$ cat src/rtl/axb_pkg.sv
package axb_pkg;
  localparam int AXB_AW = 32;

  typedef enum logic [1:0] {
    KIND_SINGLE = 2'd0,
    KIND_BURST  = 2'd1,
    KIND_LINE   = 2'd2,
    KIND_RSVD   = 2'd3
  } req_kind_e;

  localparam logic [1:0] BURST_INCR = 2'b01;
  localparam logic [1:0] BURST_WRAP = 2'b10;

  typedef struct packed {
    logic [AXB_AW-1:0] addr;
    logic [7:0]        len;
    logic [2:0]        size;
    logic [1:0]        burst;
  } axb_cmd_t;

  // beat size code: the narrower of the two sides
  function automatic logic [2:0] beat_size(input logic [2:0] a, input logic [2:0] b);
    return (a < b) ? a : b;
  endfunction

  // number of beats of size 2**sz that fit before the next 4 KB boundary
  function automatic logic [12:0] room_to_4k(input logic [11:0] off, input logic [2:0] sz);
    return (13'd4096 - {1'b0, off}) >> sz;
  endfunction
endpackage

$ cat src/rtl/axb_plan.sv
module axb_plan
  import axb_pkg::*;
#(
  parameter int AXI_DW    = 64,
  parameter int BEAT_W    = 9,
  parameter int MAX_BEATS = 256
) (
  input  logic              req_wide,
  input  logic [1:0]        req_kind,
  input  logic [AXB_AW-1:0] req_addr,
  input  logic [7:0]        req_be,
  input  logic [BEAT_W-1:0] req_beats,
  output logic              bad,
  output logic              split,
  output axb_cmd_t          first,
  output axb_cmd_t          second,
  output logic [7:0]        lane
);
  localparam int BW = BEAT_W + 1;
  localparam logic [2:0] AB_LOG = (AXI_DW == 64) ? 3'd3 : 3'd2;

  req_kind_e         kind;
  logic [2:0]        rb_log, sz;
  logic              dbl;
  logic [BW-1:0]     beats;
  logic [12:0]       beats13, room;
  logic [AXB_AW-1:0] addr_al;

  always_comb begin
    kind    = req_kind_e'(req_kind);
    rb_log  = req_wide ? 3'd3 : 3'd2;
    sz      = beat_size(rb_log, AB_LOG);
    dbl     = req_wide && (AB_LOG == 3'd2);
    if (kind == KIND_SINGLE) beats = dbl ? BW'(2) : BW'(1);
    else                     beats = dbl ? {req_beats, 1'b0} : {1'b0, req_beats};
    beats13 = 13'(beats);
    addr_al = req_addr & ~((AXB_AW'(1) << rb_log) - AXB_AW'(1));
    room    = room_to_4k(addr_al[11:0], sz);

    bad = (kind == KIND_RSVD)
       || ((kind != KIND_SINGLE) && ((beats == '0) || (beats > BW'(MAX_BEATS))))
       || ((kind == KIND_LINE) && !((req_beats == BEAT_W'(4)) || (req_beats == BEAT_W'(8))));
    split = (kind == KIND_BURST) && !bad && (beats13 > room);

    first.addr   = addr_al;
    first.size   = sz;
    first.burst  = (kind == KIND_LINE) ? BURST_WRAP : BURST_INCR;
    first.len    = 8'(split ? (room - 13'd1) : (beats13 - 13'd1));

    second.addr  = {addr_al[AXB_AW-1:12] + {{(AXB_AW-13){1'b0}}, 1'b1}, 12'h000};
    second.size  = sz;
    second.burst = BURST_INCR;
    second.len   = 8'(beats13 - room - 13'd1);

    if (kind == KIND_SINGLE)
      lane = req_wide ? req_be : (req_addr[2] ? {req_be[3:0], 4'h0} : {4'h0, req_be[3:0]});
    else
      lane = 8'hFF;
  end
endmodule

$ cat src/rtl/axb_issue.sv
module axb_issue
  import axb_pkg::*;
(
  input  logic              clk,
  input  logic              rst_n,
  input  logic              req_valid,
  input  logic              req_write,
  input  logic              bad,
  input  logic              split,
  input  axb_cmd_t          first,
  input  axb_cmd_t          second,
  input  logic [7:0]        lane,
  output logic              req_ready,
  output logic              len_err,
  output logic              ax_valid,
  input  logic              ax_ready,
  output logic              ax_write,
  output axb_cmd_t          cmd,
  output logic [7:0]        wstrb,
  output logic [7:0]        rd_keep
);
  typedef enum logic [1:0] {ST_IDLE, ST_FIRST, ST_SECOND} st_e;

  st_e        st;
  axb_cmd_t   second_q;
  logic       split_q;
  logic [7:0] lane_q;
  logic       req_fire, ax_fire;

  assign req_ready = (st == ST_IDLE);
  assign req_fire  = req_valid && req_ready;
  assign ax_fire   = ax_valid && ax_ready;
  assign len_err   = req_fire && bad;
  assign ax_valid  = (st != ST_IDLE);
  assign wstrb     = ax_write ? lane_q : 8'h00;
  assign rd_keep   = ax_write ? 8'h00 : lane_q;

  always_ff @(posedge clk or negedge rst_n) begin
    if (!rst_n) begin
      st       <= ST_IDLE;
      cmd      <= '0;
      second_q <= '0;
      split_q  <= 1'b0;
      lane_q   <= 8'h00;
      ax_write <= 1'b0;
    end else begin
      unique case (st)
        ST_IDLE: if (req_fire && !bad) begin
          cmd      <= first;
          second_q <= second;
          split_q  <= split;
          lane_q   <= lane;
          ax_write <= req_write;
          st       <= ST_FIRST;
        end
        ST_FIRST: if (ax_fire) begin
          if (split_q) begin
            cmd <= second_q;
            st  <= ST_SECOND;
          end else begin
            st  <= ST_IDLE;
          end
        end
        ST_SECOND: if (ax_fire) st <= ST_IDLE;
        default: st <= ST_IDLE;
      endcase
    end
  end

  AST_HOLD_UNTIL_READY: assert property (@(posedge clk) disable iff (!rst_n)
    ax_valid && !ax_ready |=> ax_valid && $stable(cmd) && $stable(ax_write));
  AST_NO_4K_CROSS: assert property (@(posedge clk) disable iff (!rst_n)
    ax_valid && (cmd.burst == BURST_INCR) |->
      (({2'b00, cmd.addr[11:0]} + ((14'(cmd.len) + 14'd1) << cmd.size)) <= 14'd4096));
  AST_WRAP_LEN: assert property (@(posedge clk) disable iff (!rst_n)
    ax_valid && (cmd.burst == BURST_WRAP) |->
      (cmd.len == 8'd3 || cmd.len == 8'd7 || cmd.len == 8'd15));
  AST_SECOND_AT_EDGE: assert property (@(posedge clk) disable iff (!rst_n)
    ax_fire && (st == ST_FIRST) && split_q |=> ax_valid && (cmd.addr[11:0] == 12'h000));
  AST_REJECT_NO_BURST: assert property (@(posedge clk) disable iff (!rst_n)
    len_err |=> !ax_valid);
  AST_READY_IDLE: assert property (@(posedge clk) disable iff (!rst_n)
    req_ready |-> !ax_valid);
endmodule

$ cat src/rtl/axb_err.sv
module axb_err #(
  parameter int ERR_N = 3
) (
  input  logic             clk,
  input  logic             rst_n,
  input  logic             resp_valid,
  input  logic [1:0]       resp_code,
  input  logic             len_err,
  input  logic             en_we,
  input  logic [ERR_N-1:0] en_wdata,
  input  logic [ERR_N-1:0] flag_clr,
  output logic             irq
);
  logic [ERR_N-1:0] flags, en, set_vec;

  always_comb begin
    set_vec    = '0;
    set_vec[0] = resp_valid && (resp_code == 2'b11);
    set_vec[1] = resp_valid && (resp_code == 2'b10);
    set_vec[2] = len_err;
  end

  always_ff @(posedge clk or negedge rst_n) begin
    if (!rst_n) begin
      flags <= '0;
      en    <= '0;
    end else begin
      flags <= (flags & ~flag_clr) | set_vec;
      if (en_we) en <= en_wdata;
    end
  end

  assign irq = |(flags & en);

  AST_IRQ_HAS_CAUSE: assert property (@(posedge clk) disable iff (!rst_n)
    $rose(irq) |-> $past(resp_valid || len_err || en_we));
  AST_FLAG_ONLY_CLEARED: assert property (@(posedge clk) disable iff (!rst_n)
    (|($past(flags) & ~flags)) |-> (|$past(flag_clr)));
endmodule

$ cat src/rtl/axb_xlate.sv
module axb_xlate
  import axb_pkg::*;
#(
  parameter int AXI_DW    = 64,
  parameter int BEAT_W    = 9,
  parameter int MAX_BEATS = 256
) (
  input  logic              clk,
  input  logic              rst_n,
  input  logic              req_valid,
  output logic              req_ready,
  input  logic              req_write,
  input  logic [1:0]        req_kind,
  input  logic [AXB_AW-1:0] req_addr,
  input  logic [7:0]        req_be,
  input  logic [BEAT_W-1:0] req_beats,
  input  logic              req_wide,
  output logic              ax_valid,
  input  logic              ax_ready,
  output logic              ax_write,
  output logic [AXB_AW-1:0] ax_addr,
  output logic [7:0]        ax_len,
  output logic [2:0]        ax_size,
  output logic [1:0]        ax_burst,
  output logic [7:0]        wstrb,
  output logic [7:0]        rd_keep,
  input  logic              resp_valid,
  input  logic [1:0]        resp_code,
  input  logic              en_we,
  input  logic [2:0]        en_wdata,
  input  logic [2:0]        flag_clr,
  output logic              irq
);
  localparam int ERR_N = 3;

  logic       bad, split, len_err;
  axb_cmd_t   first, second, cmd;
  logic [7:0] lane;

  axb_plan #(.AXI_DW(AXI_DW), .BEAT_W(BEAT_W), .MAX_BEATS(MAX_BEATS)) plan_i (
    .req_wide(req_wide), .req_kind(req_kind), .req_addr(req_addr), .req_be(req_be),
    .req_beats(req_beats), .bad(bad), .split(split), .first(first), .second(second),
    .lane(lane));

  axb_issue issue_i (
    .clk(clk), .rst_n(rst_n), .req_valid(req_valid), .req_write(req_write), .bad(bad),
    .split(split), .first(first), .second(second), .lane(lane), .req_ready(req_ready),
    .len_err(len_err), .ax_valid(ax_valid), .ax_ready(ax_ready), .ax_write(ax_write),
    .cmd(cmd), .wstrb(wstrb), .rd_keep(rd_keep));

  axb_err #(.ERR_N(ERR_N)) err_i (
    .clk(clk), .rst_n(rst_n), .resp_valid(resp_valid), .resp_code(resp_code),
    .len_err(len_err), .en_we(en_we), .en_wdata(en_wdata), .flag_clr(flag_clr), .irq(irq));

  assign ax_addr  = cmd.addr;
  assign ax_len   = cmd.len;
  assign ax_size  = cmd.size;
  assign ax_burst = cmd.burst;
endmodule

$ cat config.mk
export PLATFORM = sky130hd
export DESIGN_NAME = axb_xlate
export DESIGN_NICKNAME = d
export VERILOG_FILES = /design/src/rtl/axb_pkg.sv /design/src/rtl/axb_plan.sv /design/src/rtl/axb_issue.sv /design/src/rtl/axb_err.sv /design/src/rtl/axb_xlate.sv
export SDC_FILE = /design/constraint.sdc
export NUM_CORES = 1
export LEC_CHECK = 0
export BUFFER_PORTS_ARGS = -buffer_cell sky130_fd_sc_hd__buf_2
export CORE_AREA = 3 3 105 107
export CTS_CLUSTER_SIZE = 14
export DETAILED_ROUTE_END_ITERATION = 7
export DIE_AREA = 0 0 108 110
export PLACE_DENSITY = 0.8
export SLEW_MARGIN = 40
export SYNTH_ARGS = -nofsm -noshare
export SYNTH_HDL_FRONTEND = slang
export SYNTH_SLANG_ARGS = --single-unit
export TNS_END_PERCENT = 30
$ cat constraint.sdc
create_clock -name clk -period 3.3 [get_ports clk]
set_input_delay 0.66 -clock clk [delete_from_list [all_inputs] [get_ports clk]]
set_output_delay 0.66 -clock clk [all_outputs]
set_load 0.05 [all_outputs]
After elaboration in Yosys (flattened, before gate mapping)
Index checks and enable logic that the tools add are counted.
Cells by class
  add/subtract/negate cells: 7
  mux-type cells: 19
  magnitude comparators: 3
  bitwise logic cells: 6
  shift operators: 2
  eq/ne operators: 13
  reductions and logical operators: 26
Operators with widths (number)
  $mux 45: 3
  $pmux 45 s2: 1
  $mux 8: 6
  $and 32x32->32: 1
  $not 32->32: 1
  $shl 1x3->32 const A: 1
  $sub 32x1->32 const B: 1
  $sub 8x1->8 const B: 3
  $add 20x1->20 const B: 1
  $gt 9x13->1: 1
  $shr 13x3->13: 1
  $sub 13x12->13 const A: 1
  $eq 2x2->1 const B: 5
  $logic_and 1x1->1: 10
  $logic_not 10->1: 1
  $mux 2: 5
  $eq 9x3->1 const B: 1
  $eq 9x4->1 const B: 1
  $gt 9x9->1 const B: 1
  $mux 9: 1
  $sub 8x8->8: 1
  $and 3x3->3: 2
  $ne 2x1->1 const B: 3
  $pmux 2 s3: 1
  15 further kinds: 23
Word-level totals
  word-level logic and storage cells: 90
  bits in registers: 95
  input bits: 67

Longest topological paths before layout
  depth after elaboration: 13
  mapped depth: 25
  depth with buffers taken out: 24

Cells and area by module
From an unflattened synthesis, not the netlist that was laid out.
Unflattened totals
  cell total of the unflattened synthesis: 613
  area total of the unflattened synthesis: 7014.2 um2
Modules (own cells, without submodules)
  axb_issue: instances 1, cells an instance 290, area each 4634.4 um2, sequential area each 2552.4 um2
  axb_plan: instances 1, cells an instance 304, area each 2143.3 um2, sequential area each 0.0 um2
  axb_err: instances 1, cells an instance 19, area each 236.5 um2, sequential area each 150.1 um2

Worst setup path before layout
No wires, ideal clock.
  path kind: input port to flip-flop
  start: in req_addr[5]
  end: reg, netlist name issue_i.cmd[9]
  arrival: 5093 ps
  setup slack: -1887 ps
  setup time: 94 ps
  stages: 21
  data required time: 3206 ps
  cell sequence: buf_6 or3_4 or4_4 buf_6 a211o_1 a22o_1 ha_1 and4_1 and3_1 a211o_1 a31oi_1 o211ai_1 nand3_2 buf_6 mux2i_2 ha_1 inv_1 or3_1 xnor2_1 mux2i_1 a211oi_1
Between the ends
  cells in the longest elaborated chain, start to end: 8
  elaborated cells between the ends (all ways): 9
  classes of those cells: add/sub: 2; order compare: 1; shift: 1; mux: 3; bitwise: 1; reduce/logical: 1
RTL lines
  start, declared: RTL line axb_xlate.sv:14  | input logic [AXB_AW-1:0] req_addr,
  $and 32x32->32 *: RTL line axb_plan.sv:37  | addr_al = req_addr & ~((AXB_AW'(1) << rb_log) - AXB_AW'(1));
  $sub 13x12->13 *: RTL line axb_pkg.sv:28  | return (13'd4096 - {1'b0, off}) >> sz;
  $shr 13x3->13 *: RTL line axb_pkg.sv:28
  $gt 9x13->1: RTL line axb_plan.sv:43  | split = (kind == KIND_BURST) && !bad && (beats13 > room);
  $logic_and 1x1->1: RTL line axb_plan.sv:43
  $mux 8 *: RTL line axb_plan.sv:48  | first.len = 8'(split ? (room - 13'd1) : (beats13 - 13'd1));
  $mux 45 *: RTL line axb_issue.sv:48  | ST_IDLE: if (req_fire && !bad) begin
  $pmux 45 s2 *: RTL line axb_issue.sv:47  | unique case (st)
Every way passes the cells marked *; elsewhere a longest branch is shown, timed or not. The select of a mux whose other input is x is not followed.
A chain may end at the register's enable or synchronous reset.

Worst setup path after layout
  start: in req_addr[3]
  end: reg, netlist name issue_i.cmd[9]
Between the ends
  cells in the longest elaborated chain, start to end: 8
  elaborated cells between the ends (all ways): 9
  classes of those cells: add/sub: 2; order compare: 1; shift: 1; mux: 3; bitwise: 1; reduce/logical: 1
RTL lines (RTL line)
  $and 32x32->32 *: axb_plan.sv:37
  $sub 13x12->13 *: axb_pkg.sv:28
  $shr 13x3->13 *: axb_pkg.sv:28
  $gt 9x13->1: axb_plan.sv:43
  $logic_and 1x1->1: axb_plan.sv:43
  $mux 8 *: axb_plan.sv:48
  $mux 45 *: axb_issue.sv:48
  $pmux 45 s2 *: axb_issue.sv:47
Marks and branches as above.

==> qor.csv <==
stage,metric,value,unit
job,max-cap violations,0,
die,top-level port count,132,
synth,total of warnings raised by yosys,0,
synth,share of flip-flops with an asynchronous set or reset,1.00,
sta,final hold violation count,0,
sta,Slew @ Worst Pin,0.714,ns
clocking,Sink Count,90,
cells_and_area,number of antenna cells inserted,0,
die,Die X-Extent,108,um
placement,routability congestion estimate from global placement,0.910,
sta,clock period minus final worst setup slack,4.73,ns
cells_and_area,layout net count,910,
detailed_routing,DRT antenna net count,0,
sta,setup slack of the critical path after layout,-1.43,ns
synth,Seq cells post-synth,90,
detailed_routing,drt first-iter violations,333,
detailed_routing,Via density,5.55,
synth,most common cell in the netlist,nand2_1,
setup_path,largest fanout of any net on the critical path,5,
clocking,Clk Tree Root Cell,clkbuf_8,
sta,setup repair after global routing missed its margin,true,
sta,Final TNS setup,-9.03,ns
global_route,global-route wire length before repair,24500,um
die,Core ar.,10200,um2
setup_path,worst path arrival time,5.00,ns
setup_path,required time at the endpoint of the critical path,3.57,ns
synth,most frequent cells after synthesis,"95 x nand2_1, 90 x dfrtp_1, 62 x o21ai_0",
synth,fraction of the yosys area taken by sequential cells,0.407,
global_route,initial antenna violation count,0,
outcome,outcome,"finished, violations left",
sta,Final Max Slew Viols,0,
detailed_routing,routed wirelength normalized by instance count,16.1,um
setup_path,worst r2r src,issue_i.st[0],
outcome,violated checks,negative setup slack,
synth,unique cell type count in the Yosys netlist,68,
global_route,grt total ovfl,0,
sta,maximum frequency from static timing analysis,211,MHz
die,Initial Util,0.540,
cells_and_area,P&R area growth vs syn,34.1,%
placement,Port Buffers,126,
synth,Synth top area share,0.407,
global_route,pin count of the biggest net entering global routing,91,
global_route,via count of the first global-routing pass,5191,
min_path,Min-Delay Path Class,primary input to async pin,
placement,Setup Slack @ Placement,-1.80,ns
placement,half-perimeter wire length of the detailed placement result,11600,um
sta,clk_skew,0.0102,ns
synth,total standard cell area after synthesis,5530,um2
synth,largest cells by area after synthesis,"dfrtp_1 41%, nand2_1 6.5%, o21ai_0 5.6%, mux2i_1 4.3%, xnor2_1 3.6%",
power_and_ir_drop,Power Density,595,nW/um2
clocking,TritonCTS buffer count,9,
clocking,TritonCTS clock tree,done,
power_and_ir_drop,maximum VDD drop,406,uV
sta,final worst hold slack,0.350,ns
detailed_routing,number of iterations in the first detailed-routing pass,4,
synth,Cells after Synth,627,
global_route,Tot GR Track Use,0.259,
cells_and_area,final-layout fill cell count,803,
synth,most common flop cell mapped by yosys,dfrtp_1,
power_and_ir_drop,P_leak,3.56,nW
sta,final setup vio count,9,
die,num rows,37,
sta,part of the cycle the worst path needs,1.43,
setup_path,Setup crit start,req_addr[3],
setup_path,crit path kind,primary input to flip-flop,
clocking,CTS HTree Levels,3,
clocking,worst-skew pair later-pin latency,0.36,ns
clocking,worst-case clock buffer depth,2,
die,floorplan die area,11900,um2
cells_and_area,layout cells sized above 1,0.354,
synth,mean instance size in the synthesized netlist,8.82,um2
clocking,clock-pin slew on the worst setup and hold paths,0.09,ns
setup_path,CP Capture Type,flip-flop,
setup_path,Startpoint Class,primary input,
detailed_routing,total routed wirelength,15700,um
sta,Slew HR,0.524,
die,Vert. Die Dim,110,um
cells_and_area,final design utilization,0.724,
detailed_routing,Remaining DRCs,0,
synth,number of flops mapped to enable cells by yosys,0,
synth,"area leader, netlist",dfrtp_1,
power_and_ir_drop,power consumption,4.41,mW
detailed_routing,routed via count,5401,
[worst max-delay path: stages]
cell      delay, ns
buf_6          0.09
or3_4          0.37
or4_4          0.56
a211o_1        0.28
a22o_1         0.26
ha_4           0.28
and4_4         0.27
nand3_2        0.06
and4b_1        0.26
o21ai_1        0.07
o211ai_1       0.28
nand3_2        0.18
mux2i_2        0.23
ha_2           0.27
inv_4          0.05
or3_4          0.39
xnor2_2        0.12
mux2i_1        0.09
a211oi_1       0.23
[cells by family (layout without fill, tap and decap cells)]
group	Yosys count	after routing	synth area share
buf+inv	61	269	0.0493
simple gates	235	235	0.213
fa+ha+maj	12	12	0.0267
compound gates	151	151	0.170
other cells	1	3	0.000678
flops	90	90	0.407
xor+xnor	43	43	0.0681
mux	34	34	0.0643
[repair_timing]
| action | in CTS | in global routing |
|---|---|---|
| cloned | 0 | 0 |
| pin swaps | 13 | 18 |
| hold buffers | 0 | 0 |
| setup buffers | 14 | 7 |
| endpoints found under the setup margin | 9 | 12 |
| gates resized for setup | 12 | 23 |
| hold endpoints to repair | 0 | 0 |
[report_power, final]
| part | total (mW) | internal [mW] | switching (mW) |
|---|---|---|---|
| logic | 2.00 | 0.637 | 1.36 |
| clock network | 0.857 | 0.454 | 0.403 |
| registers | 1.56 | 1.39 | 0.171 |
[state kept, by name, summed over array words and instances, names as in the netlist]
register,flops
issue_i.cmd,42
issue_i.ax_write,1
err_i.en,3
issue_i.st,2
issue_i.split_q,1
issue_i.lane_q,8
issue_i.second_q,30
err_i.flags,3
[routing by layer]
metal / share of wire / vias up / global-route usage
met2: 0.51 / 159 / 0.444
met3: 0.048 / 16 / 0.0390
met5: 0 / - / 0
li1: - / 2616 / -
met1: 0.43 / 2610 / 0.337
met4: 0.013 / 0 / 0.0884
[area by class of cell]
| type | count | area (um2) | share of cell area |
|---|---|---|---|
| multi-input combinational | 478 | 3160 | 0.427 |
| sequential | 90 | 2250 | 0.304 |
| timing repair buffer | 232 | 1520 | 0.205 |
| tap | 136 | 170 | 0.0230 |
| clock buffer | 11 | 141 | 0.0191 |
| clock inverter | 5 | 86.3 | 0.0116 |
| inverter | 21 | 81.3 | 0.0110 |
[placed cells by master, fill, tap and decap left out, types with 12 or more instances in the layout]
cell     count
buf_2      123
buf_4       94
nand2_1     93
dfrtp_1     90
o21ai_0     61
mux2i_1     24
nor2_1      23
a21oi_1     22
xor2_1      20
xnor2_1     20
nand3_1     20
and2_1      17
inv_1       15
nor2b_1     14
nor3_1      13
o21ai_1     12
[stage by stage]
step                cell area, um2  cells
CTS                           7260    966
global placement              6860    936
floorplan                     5560    629
detailed placement            6860    936
finish                        7410    973
global route                  7410    973
[final timing paths]
kind	cells after the start	slack, ns	to
worst min register to register	2	0.48	issue_i.cmd[30]
min in group clk	2	0.48	issue_i.cmd[30]
worst max register to register	6	1.36	issue_i.cmd[12]
worst max-delay path	19	-1.43	issue_i.cmd[9]
worst min-delay path	1	0.35	issue_i.cmd[30]
max in group asynchronous	1	2.45	issue_i.cmd[26]
Power figures use the tool's default switching activity.
